<file path="config.mk">
export PLATFORM = sky130hd
export DESIGN_NAME = ptsum_cell
export DESIGN_NICKNAME = d
export VERILOG_FILES = /design/src/rtl/ptsum_pkg.sv /design/src/rtl/ptsum_cfg_reg.sv /design/src/rtl/ptsum_term.sv /design/src/rtl/ptsum_combine.sv /design/src/rtl/ptsum_cell.sv
export SDC_FILE = /design/constraint.sdc
export NUM_CORES = 1
export LEC_CHECK = 0
export BUFFER_PORTS_ARGS = -buffer_cell sky130_fd_sc_hd__buf_2
export CAP_MARGIN = 15
export CORE_ASPECT_RATIO = 1.25
export CORE_UTILIZATION = 49
export DETAILED_ROUTE_END_ITERATION = 16
export PLACE_DENSITY = 0.73
export SYNTH_ARGS = -nofsm -noshare
export SYNTH_HDL_FRONTEND = slang
export SYNTH_SLANG_ARGS = --single-unit
</file>
<file path="constraint.sdc">
create_clock -name clk -period 3.7 [get_ports clk]
set_clock_uncertainty 0.05 [all_clocks]
set_input_delay 0.74 -clock clk [delete_from_list [all_inputs] [get_ports clk]]
set_output_delay 0.74 -clock clk [all_outputs]
set_load 0.005 [all_outputs]
</file>
<file path="src/rtl/ptsum_pkg.sv">
package ptsum_pkg;
  typedef enum logic [1:0] {
    XM_ZERO = 2'd0,
    XM_ONE  = 2'd1,
    XM_TERM = 2'd2,
    XM_ALT  = 2'd3
  } xor_mode_e;

  function automatic int unsigned sel_bits(input int unsigned n);
    return (n > 1) ? $clog2(n) : 1;
  endfunction
endpackage

</file>
<file path="src/rtl/ptsum_cfg_reg.sv">
module ptsum_cfg_reg #(
  parameter int unsigned W = 578
) (
  input  logic         clk,
  input  logic         rst_n,
  input  logic         sin,
  input  logic         shift_en,
  input  logic         load_en,
  output logic [W-1:0] active_o
);
  logic [W-1:0] stage_q, stage_d;
  logic [W-1:0] act_q, act_d;

  always_comb begin
    stage_d = stage_q;
    act_d   = act_q;
    if (shift_en) stage_d = {stage_q[W-2:0], sin};
    if (load_en)  act_d   = stage_q;
  end

  always_ff @(posedge clk or negedge rst_n) begin
    if (!rst_n) begin
      stage_q <= '0;
      act_q   <= '0;
    end else begin
      stage_q <= stage_d;
      act_q   <= act_d;
    end
  end

  assign active_o = act_q;

  a_r7_hold_without_load: assert property (@(posedge clk) disable iff (!rst_n)
    !load_en |=> $stable(act_q));
  a_r7_load_takes_stage: assert property (@(posedge clk) disable iff (!rst_n)
    load_en |=> act_q == $past(stage_q));
endmodule

</file>
<file path="src/rtl/ptsum_term.sv">
module ptsum_term #(
  parameter int unsigned N_IN = 56
) (
  input  logic [N_IN-1:0] x,
  input  logic [N_IN-1:0] true_en,
  input  logic [N_IN-1:0] comp_en,
  input  logic            kill,
  output logic            term
);
  logic [N_IN-1:0] lit_ok;

  always_comb begin
    lit_ok = (~true_en | x) & (~comp_en | ~x);
    term   = ~kill & (&lit_ok);
  end
endmodule

</file>
<file path="src/rtl/ptsum_combine.sv">
module ptsum_combine
  import ptsum_pkg::*;
#(
  parameter int unsigned N_PT  = 5,
  parameter int unsigned SEL_W = 3
) (
  input  logic [N_PT-1:0]  pt,
  input  logic [N_PT-1:0]  route,
  input  logic             casc_in,
  input  xor_mode_e        xmode,
  input  logic [SEL_W-1:0] xsel,
  input  logic [SEL_W-1:0] fsel,
  output logic             sum_out,
  output logic             casc_out,
  output logic             fold_out,
  output logic [N_PT-1:0]  ctl_terms
);
  logic or_sum;
  logic xop;
  logic picked;

  always_comb begin
    or_sum    = (|(pt & route)) | casc_in;
    ctl_terms = pt & ~route;

    picked = 1'b0;
    for (int k = 0; k < int'(N_PT); k++) begin
      if (xsel == SEL_W'(k)) picked = pt[k];
    end
    unique case (xmode)
      XM_ZERO: xop = 1'b0;
      XM_ONE:  xop = 1'b1;
      default: xop = picked;
    endcase

    fold_out = 1'b1;
    for (int k = 0; k < int'(N_PT); k++) begin
      if (fsel == SEL_W'(k)) fold_out = ~pt[k];
    end

    casc_out = or_sum;
    sum_out  = or_sum ^ xop;
  end
endmodule

</file>
<file path="src/rtl/ptsum_cell.sv">
module ptsum_cell
  import ptsum_pkg::*;
#(
  parameter int unsigned N_SEL = 40,
  parameter int unsigned N_REG = 16,
  parameter int unsigned N_PT  = 5
) (
  input  logic             clk,
  input  logic             rst_n,
  input  logic             cfg_sin,
  input  logic             cfg_shift,
  input  logic             cfg_load,
  input  logic [N_SEL-1:0] sel_in,
  input  logic [N_REG-1:0] reg_bus,
  input  logic             casc_in,
  output logic             sum_out,
  output logic             casc_out,
  output logic             fold_out,
  output logic [N_PT-1:0]  ctl_terms
);
  localparam int unsigned N_IN  = N_SEL + N_REG;
  localparam int unsigned PT_W  = 2 * N_IN + 2;
  localparam int unsigned SEL_W = sel_bits(N_PT);
  localparam int unsigned TAIL  = N_PT * PT_W;
  localparam int unsigned CFG_W = TAIL + 2 + 2 * SEL_W;

  logic [CFG_W-1:0] cfg;
  logic [N_IN-1:0]  xin;
  logic [N_PT-1:0]  pt, route, kill;
  xor_mode_e        xmode;
  logic [SEL_W-1:0] xsel, fsel;

  assign xin   = {reg_bus, sel_in};
  assign xmode = xor_mode_e'(cfg[TAIL +: 2]);
  assign xsel  = cfg[TAIL+2 +: SEL_W];
  assign fsel  = cfg[TAIL+2+SEL_W +: SEL_W];

  ptsum_cfg_reg #(.W(CFG_W)) cfg_i (
    .clk      (clk),
    .rst_n    (rst_n),
    .sin      (cfg_sin),
    .shift_en (cfg_shift),
    .load_en  (cfg_load),
    .active_o (cfg)
  );

  for (genvar k = 0; k < N_PT; k++) begin : g_term
    assign kill[k]  = cfg[k*PT_W + 2*N_IN];
    assign route[k] = cfg[k*PT_W + 2*N_IN + 1];
    ptsum_term #(.N_IN(N_IN)) term_i (
      .x       (xin),
      .true_en (cfg[k*PT_W +: N_IN]),
      .comp_en (cfg[k*PT_W + N_IN +: N_IN]),
      .kill    (kill[k]),
      .term    (pt[k])
    );
    // a killed term never reaches the OR gate or a control output
    a_r2_kill_blocks: assert property (@(posedge clk) disable iff (!rst_n)
      kill[k] |-> !ctl_terms[k]);
  end

  ptsum_combine #(.N_PT(N_PT), .SEL_W(SEL_W)) comb_i (
    .pt        (pt),
    .route     (route),
    .casc_in   (casc_in),
    .xmode     (xmode),
    .xsel      (xsel),
    .fsel      (fsel),
    .sum_out   (sum_out),
    .casc_out  (casc_out),
    .fold_out  (fold_out),
    .ctl_terms (ctl_terms)
  );

  a_r3_ctl_excludes_routed: assert property (@(posedge clk) disable iff (!rst_n)
    (ctl_terms & route) == '0);
  a_r4_chain_forces_sum: assert property (@(posedge clk) disable iff (!rst_n)
    casc_in |-> casc_out);
  a_r5_const_polarity: assert property (@(posedge clk) disable iff (!rst_n)
    (xmode == XM_ONE) |-> (sum_out != casc_out));
  a_r6_fold_out_of_range: assert property (@(posedge clk) disable iff (!rst_n)
    ({1'b0, fsel} >= (SEL_W+1)'(N_PT)) |-> fold_out);
endmodule

</file>
# Word-level counts from Yosys, hierarchy flattened

Cells that the tools add are included.

Equality and inequality tests: 9
$lt $le $gt $ge: 0
Multipliers: 0
Muxes and demuxes: 11
Shift-type cells: 0
Reductions and logical operators: 9
Add/subtract/negate cells: 0
Div/mod/pow operators: 0
Bitwise operators: 46

Operators by type and width:

| kind                                                                  | number |
|---|---|
| 56-bit NOT                                                            | 11 |
| 56-bit OR                                                             | 10 |
| 56-bit bitwise AND                                                    | 5 |
| 56-bit AND reduction                                                  | 5 |
| 3-bit by 2-bit equality test with 1-bit output, second input constant | 4 |
| 5-bit bitwise AND                                                     | 2 |
| 1-bit two-way mux                                                     | 10 |
| 1-bit NOT                                                             | 10 |
| 3-bit by 1-bit equality test with 1-bit output, second input constant | 2 |
| 3-bit equality test, second input constant                            | 2 |
| 3-bit logical NOT                                                     | 2 |
| 1-bit bitwise AND                                                     | 5 |
| 5-bit NOT                                                             | 1 |
| 5-bit OR reduction                                                    | 1 |
| 2-bit by 1-bit equality test with 1-bit output, second input constant | 1 |
| 2-bit logical NOT                                                     | 1 |
| 1-bit case mux with 2 select lines                                    | 1 |
| 1-bit OR                                                              | 1 |
| 1-bit XOR                                                             | 1 |

Bits in writable memories: 0
Memory bits (read-only): 0
Bits in latches: 0
Memories: 0
Register bits after elaboration: 1156

# Logic depth before layout (Yosys ltp)

Word-level depth: 12
Mapped depth: 9
Gate-level depth less buffers: 8

# Modules after synthesis

From an unflattened synthesis, not the netlist that was laid out.

Cells, all modules: 3030
Area, all modules: 47234.1 um^2

Modules (own cells, without submodules):

| module        | area each (um^2) | instances | seq. area each (um^2) | cells each |
|---|---|---|---|---|
| ptsum_cfg_reg | 43279.0          | 1         | 28927.7               | 2440 |
| ptsum_term    | 757.0            | 5         | 0.0                   | 114 |
| ptsum_combine | 170.2            | 1         | 0.0                   | 20 |

# Least setup slack after synthesis

Ideal clock, no wire load.

Path type: in2out
Start point: input sel_in[4]
End point: output sum_out
Cell stages on the path: 9
Buffers on the path: 1
Data required time: 2910 ps
Arrival time: 2747 ps
Path slack: 163 ps
Cell sequence: clkbuf_1 mux2i_1 nand2_1 or3_1 or4b_1 o32ai_1 a221oi_1 a21oi_2 xor2_1

Longest elaborated chain between the ends: 12
Elaborated cells on any way between the ends: 36
Those cells by class: mux (6); bitwise (24); reduce/logical (6)

RTL lines:

| what                               | line                | RTL |
|---|---|---|
| start: declaration                 | ptsum_cell.sv:13    | `input logic [N_SEL-1:0] sel_in,` |
| 56-bit NOT                         | ptsum_term.sv:13    | `lit_ok = (~true_en \| x) & (~comp_en \| ~x);` |
| 56-bit OR                          | ptsum_term.sv:13    |  |
| 56-bit bitwise AND                 | ptsum_term.sv:13    |  |
| 56-bit AND reduction               | ptsum_term.sv:14    | `term = ~kill & (&lit_ok);` |
| 1-bit bitwise AND                  | ptsum_term.sv:14    |  |
| 1-bit two-way mux (5 in a row)     | ptsum_combine.sv:28 | `if (xsel == SEL_W'(k)) picked = pt[k];` |
| 1-bit case mux with 2 select lines | ptsum_combine.sv:30 | `unique case (xmode)` |
| 1-bit XOR (*)                      | ptsum_combine.sv:42 | `sum_out = or_sum ^ xop;` |
| end: declaration                   | ptsum_cell.sv:16    | `output logic sum_out,` |

Mark *: on every way between the ends. The rest lies on a longest branch, timed or not.

# Worst setup path in the final report

Start point: register cfg_i.act_q[305] (netlist: cfg_i.active_o[305])
End point: output sum_out

Longest elaborated chain between the ends: 10
Elaborated cells on any way between the ends: 13
Those cells by class: mux (4); bitwise (7); reduce/logical (2)

RTL lines:

| what                               | line                | RTL |
|---|---|---|
| start: declaration                 | ptsum_cfg_reg.sv:12 | `logic [W-1:0] act_q, act_d;` |
| start signal: assignment           | ptsum_cfg_reg.sv:27 | `act_q <= act_d;` |
| 56-bit NOT (*)                     | ptsum_term.sv:13    |  |
| 56-bit OR (*)                      | ptsum_term.sv:13    |  |
| 56-bit bitwise AND (*)             | ptsum_term.sv:13    |  |
| 56-bit AND reduction (*)           | ptsum_term.sv:14    |  |
| 1-bit bitwise AND (*)              | ptsum_term.sv:14    |  |
| 1-bit two-way mux (3 in a row)     | ptsum_combine.sv:28 |  |
| 1-bit case mux with 2 select lines | ptsum_combine.sv:30 |  |
| 1-bit XOR (*)                      | ptsum_combine.sv:42 |  |

Marks and branches as above.

==> results.toml <==
[grt]
antenna_found_initial = 11
grt_max_degree = 117
grt.total_usage_pct = 28.8
grt_pass1_vias = 29402
grt_pass1_wl_mm = 203
gr-total-overflow = 0

[route]
num_vias = 27774
drt_iter0_markers = 2632
wl_mm = 136
post_drt_wl_per_cell_um = 29.3
ant_nets = 0
avgViaCountPerCell = 5.99
drtPass1Iterations = 6
drc = 0

[logic_synthesis]
synthCells = 3077
synthArstFlopShare_pct = 100
synth-main-ff-cell = "dfrtp_1"
synth_top_cell_by_area = "dfrtp_1"
syn_area_per_cell_um2 = 15.1
synth_edf_count = 0
yosysMostFrequentCell = "dfrtp_1"
synth_warnings = 0
synth_top_area_share_pct = 62.2
synth_area_leaders = "dfrtp_1, mux2_2, mux2i_1"
syn_nets = 3139
seq_area_frac_synth_pct = 62.2
synthTopCellsByCount = "dfrtp_1, mux2_2, clkbuf_1, mux2i_1, nand2_1"
synth.distinct_cells = 54
synth_area_um2 = 46500
ys_ff_latch = 1156

[clock_network]
cts_buffer_depth = 3
root_buffer = "clkbuf_16"
cts_hold_buf = 0
clock_sinks = 1156
clk_latency_ns = 0.72
cts_tree = "yes"
ctsHtreeMaxLevel = 3
clk_pin_slew_worst_paths_ns = 0.06
cts_buffers = 109

[power_and_ir_drop]
p_total_mw = 26.4
p_leak_nw = 27.6
irDropWorstVdd_mv = 0.403
p_per_area_nw_per_um2 = 485

[timing]
maxSlewHeadroom_pct = 42.0
drv_slew = 0
rsz0062_at_grt = "yes"
fmax_ghz = 0.237
finalCritPeriodShare_pct = 114
tightest_slew_ns = 0.869
hold_viol_final = 0
setup_tns_ns = -1.88
setup_viol = 8
finalWorstSetupSlack_ns = -0.525
min_period_ns = 4.23

[placement]
dp_hpwl_mm = 98.5
placed_cell_area_um2 = 50200
io_buffers = 69
gp_congestion = 0.950
dp_worst_setup_slack_ns = -0.975
place_inst = 4427

[floorplanning]
fp-row-count = 125
coreArea_um2 = 93500
io_pins = 70
initial_core_util_pct = 49.7
die-height_um = 346
die_area_um2 = 96100
die_w_um = 277

[worst_setup_path]
cp_data_arrival_time_ns = 3.44
critPathMaxFanout = 3
end_kind = "primary output"
critPathKind = "flop to primary output"
critPathLaunchType = "flop"
crit_required_ns = 2.91

[worst_hold_path]
min_path_type = "primary input to async pin"

[layout]
design_area_um2 = 54400
final_nets = 3399
areaGrowthSynthToFinish_pct = 17.1
drive_above_1_share_pct = 49.9
fin_cells = 4638

[run_status]
status = "finished with violations"
violations = "negative setup slack"

[job]
max-cap-violations = 0
[where the power goes]
group / internal [mW] / switching (mW)
Sequential: 12.9 / 0.201
Clock: 6.50 / 4.97
Combinational: 0.716 / 1.11
[layout make-up]
class	count	area [µm²]
sequential	1156	28900
timing repair buffer	333	2990
multi-input combinational	1670	17000
tap	1206	1510
clock inverter	39	437
antenna	9	22.5
clock buffer	158	3230
inverter	67	251
fill	7131	39100
[cells in the final DEF (no fill, tap or decap), types with 8 or more instances in the layout]
cell / synthesis / layout
a21oi_1: 8 / 8
a221oi_1: 22 / 14
a221oi_2: 2 / 10
a22o_1: 22 / 22
a22oi_1: 27 / 25
buf_12: 0 / 48
buf_2: 24 / 60
buf_4: 1 / 217
clkbuf_1: 140 / 19
clkbuf_16: 0 / 111
clkbuf_8: 0 / 28
clkinv_2: 0 / 20
dfrtp_1: 1156 / 1151
diode_2: 0 / 9
inv_1: 65 / 65
mux2_2: 1117 / 1118
mux2i_1: 89 / 85
nand2_1: 75 / 74
nand2b_1: 32 / 32
nand3_1: 12 / 10
nand4_1: 31 / 31
nor2b_1: 63 / 58
o2111ai_1: 19 / 19
o21ai_0: 40 / 40
[what timing repair did]
item | CTS | global route
resized for setup | 84 | 28
buffers inserted | 6 | 2
pin swaps | 30 | 12
setup endpoints to repair | 8 | 8
[metal layers]
metal / vias to the layer above / share of wire (%) / GRT usage [%]
li1: 11601 / - / -
met1: 14786 / 40 / 38.5
met2: 1036 / 47 / 45.2
met3: 343 / 6.5 / 4.64
met4: 8 / 6.4 / 16.0
met5: - / 0.034 / 0
[path summary, 6_finish.rpt]
check / slack [ns] / cells past startpoint / from / end
max: -0.53 / 9 / cfg_i.active_o[305] / sum_out
min: 0.03 / 1 / rst_n / cfg_i.active_o[250]
max reg2reg: 2.61 / 3 / cfg_i.active_o[257] / cfg_i.active_o[257]
min reg2reg: 0.44 / 2 / cfg_i.stage_q[42] / cfg_i.active_o[42]
max in group asynchronous: 2.49 / 2 / rst_n / cfg_i.active_o[208]
min in group clk: 0.27 / 2 / cfg_sin / cfg_i.stage_q[0]
[state kept, by name, summed over array words and instances, names as in the netlist]
signal          cells
cfg_i.active_o    578
cfg_i.stage_q     578
[kinds of logic after synthesis]
| group | count (synthesis) | share of synthesized area [%] |
|---|---|---|
| multiplexers | 1215 | 29.2 |
| flip-flops | 1156 | 62.2 |
| AND/OR/NAND/NOR | 263 | 3.14 |
| buffers and inverters | 251 | 2.16 |
| AO/OA/AOI/OAI | 191 | 3.18 |
| XOR/XNOR | 1 | 0.0188 |
[worst max-delay path: stages, from the launching register on]
cell and delay, ns:
dfrtp_1 0.43, a22o_1 0.26, a221oi_2 0.33, nand4_1 0.16, or4_4 0.60, nor4_4 0.23, a222oi_1 0.14, nand2_1 0.16
xor2_2 0.26, buf_2 0.17
[metrics by stage]
stage	utilization, %	hold WS [ns]
after CTS	58.0	0.0524
after floorplan	-	0.394
after detailed placement	53.6	0.438
after global routing	58.1	0.0698
after global placement	53.6	0.431
final	58.2	0.0267
Note: power is estimated with default switching activity, not from simulation.
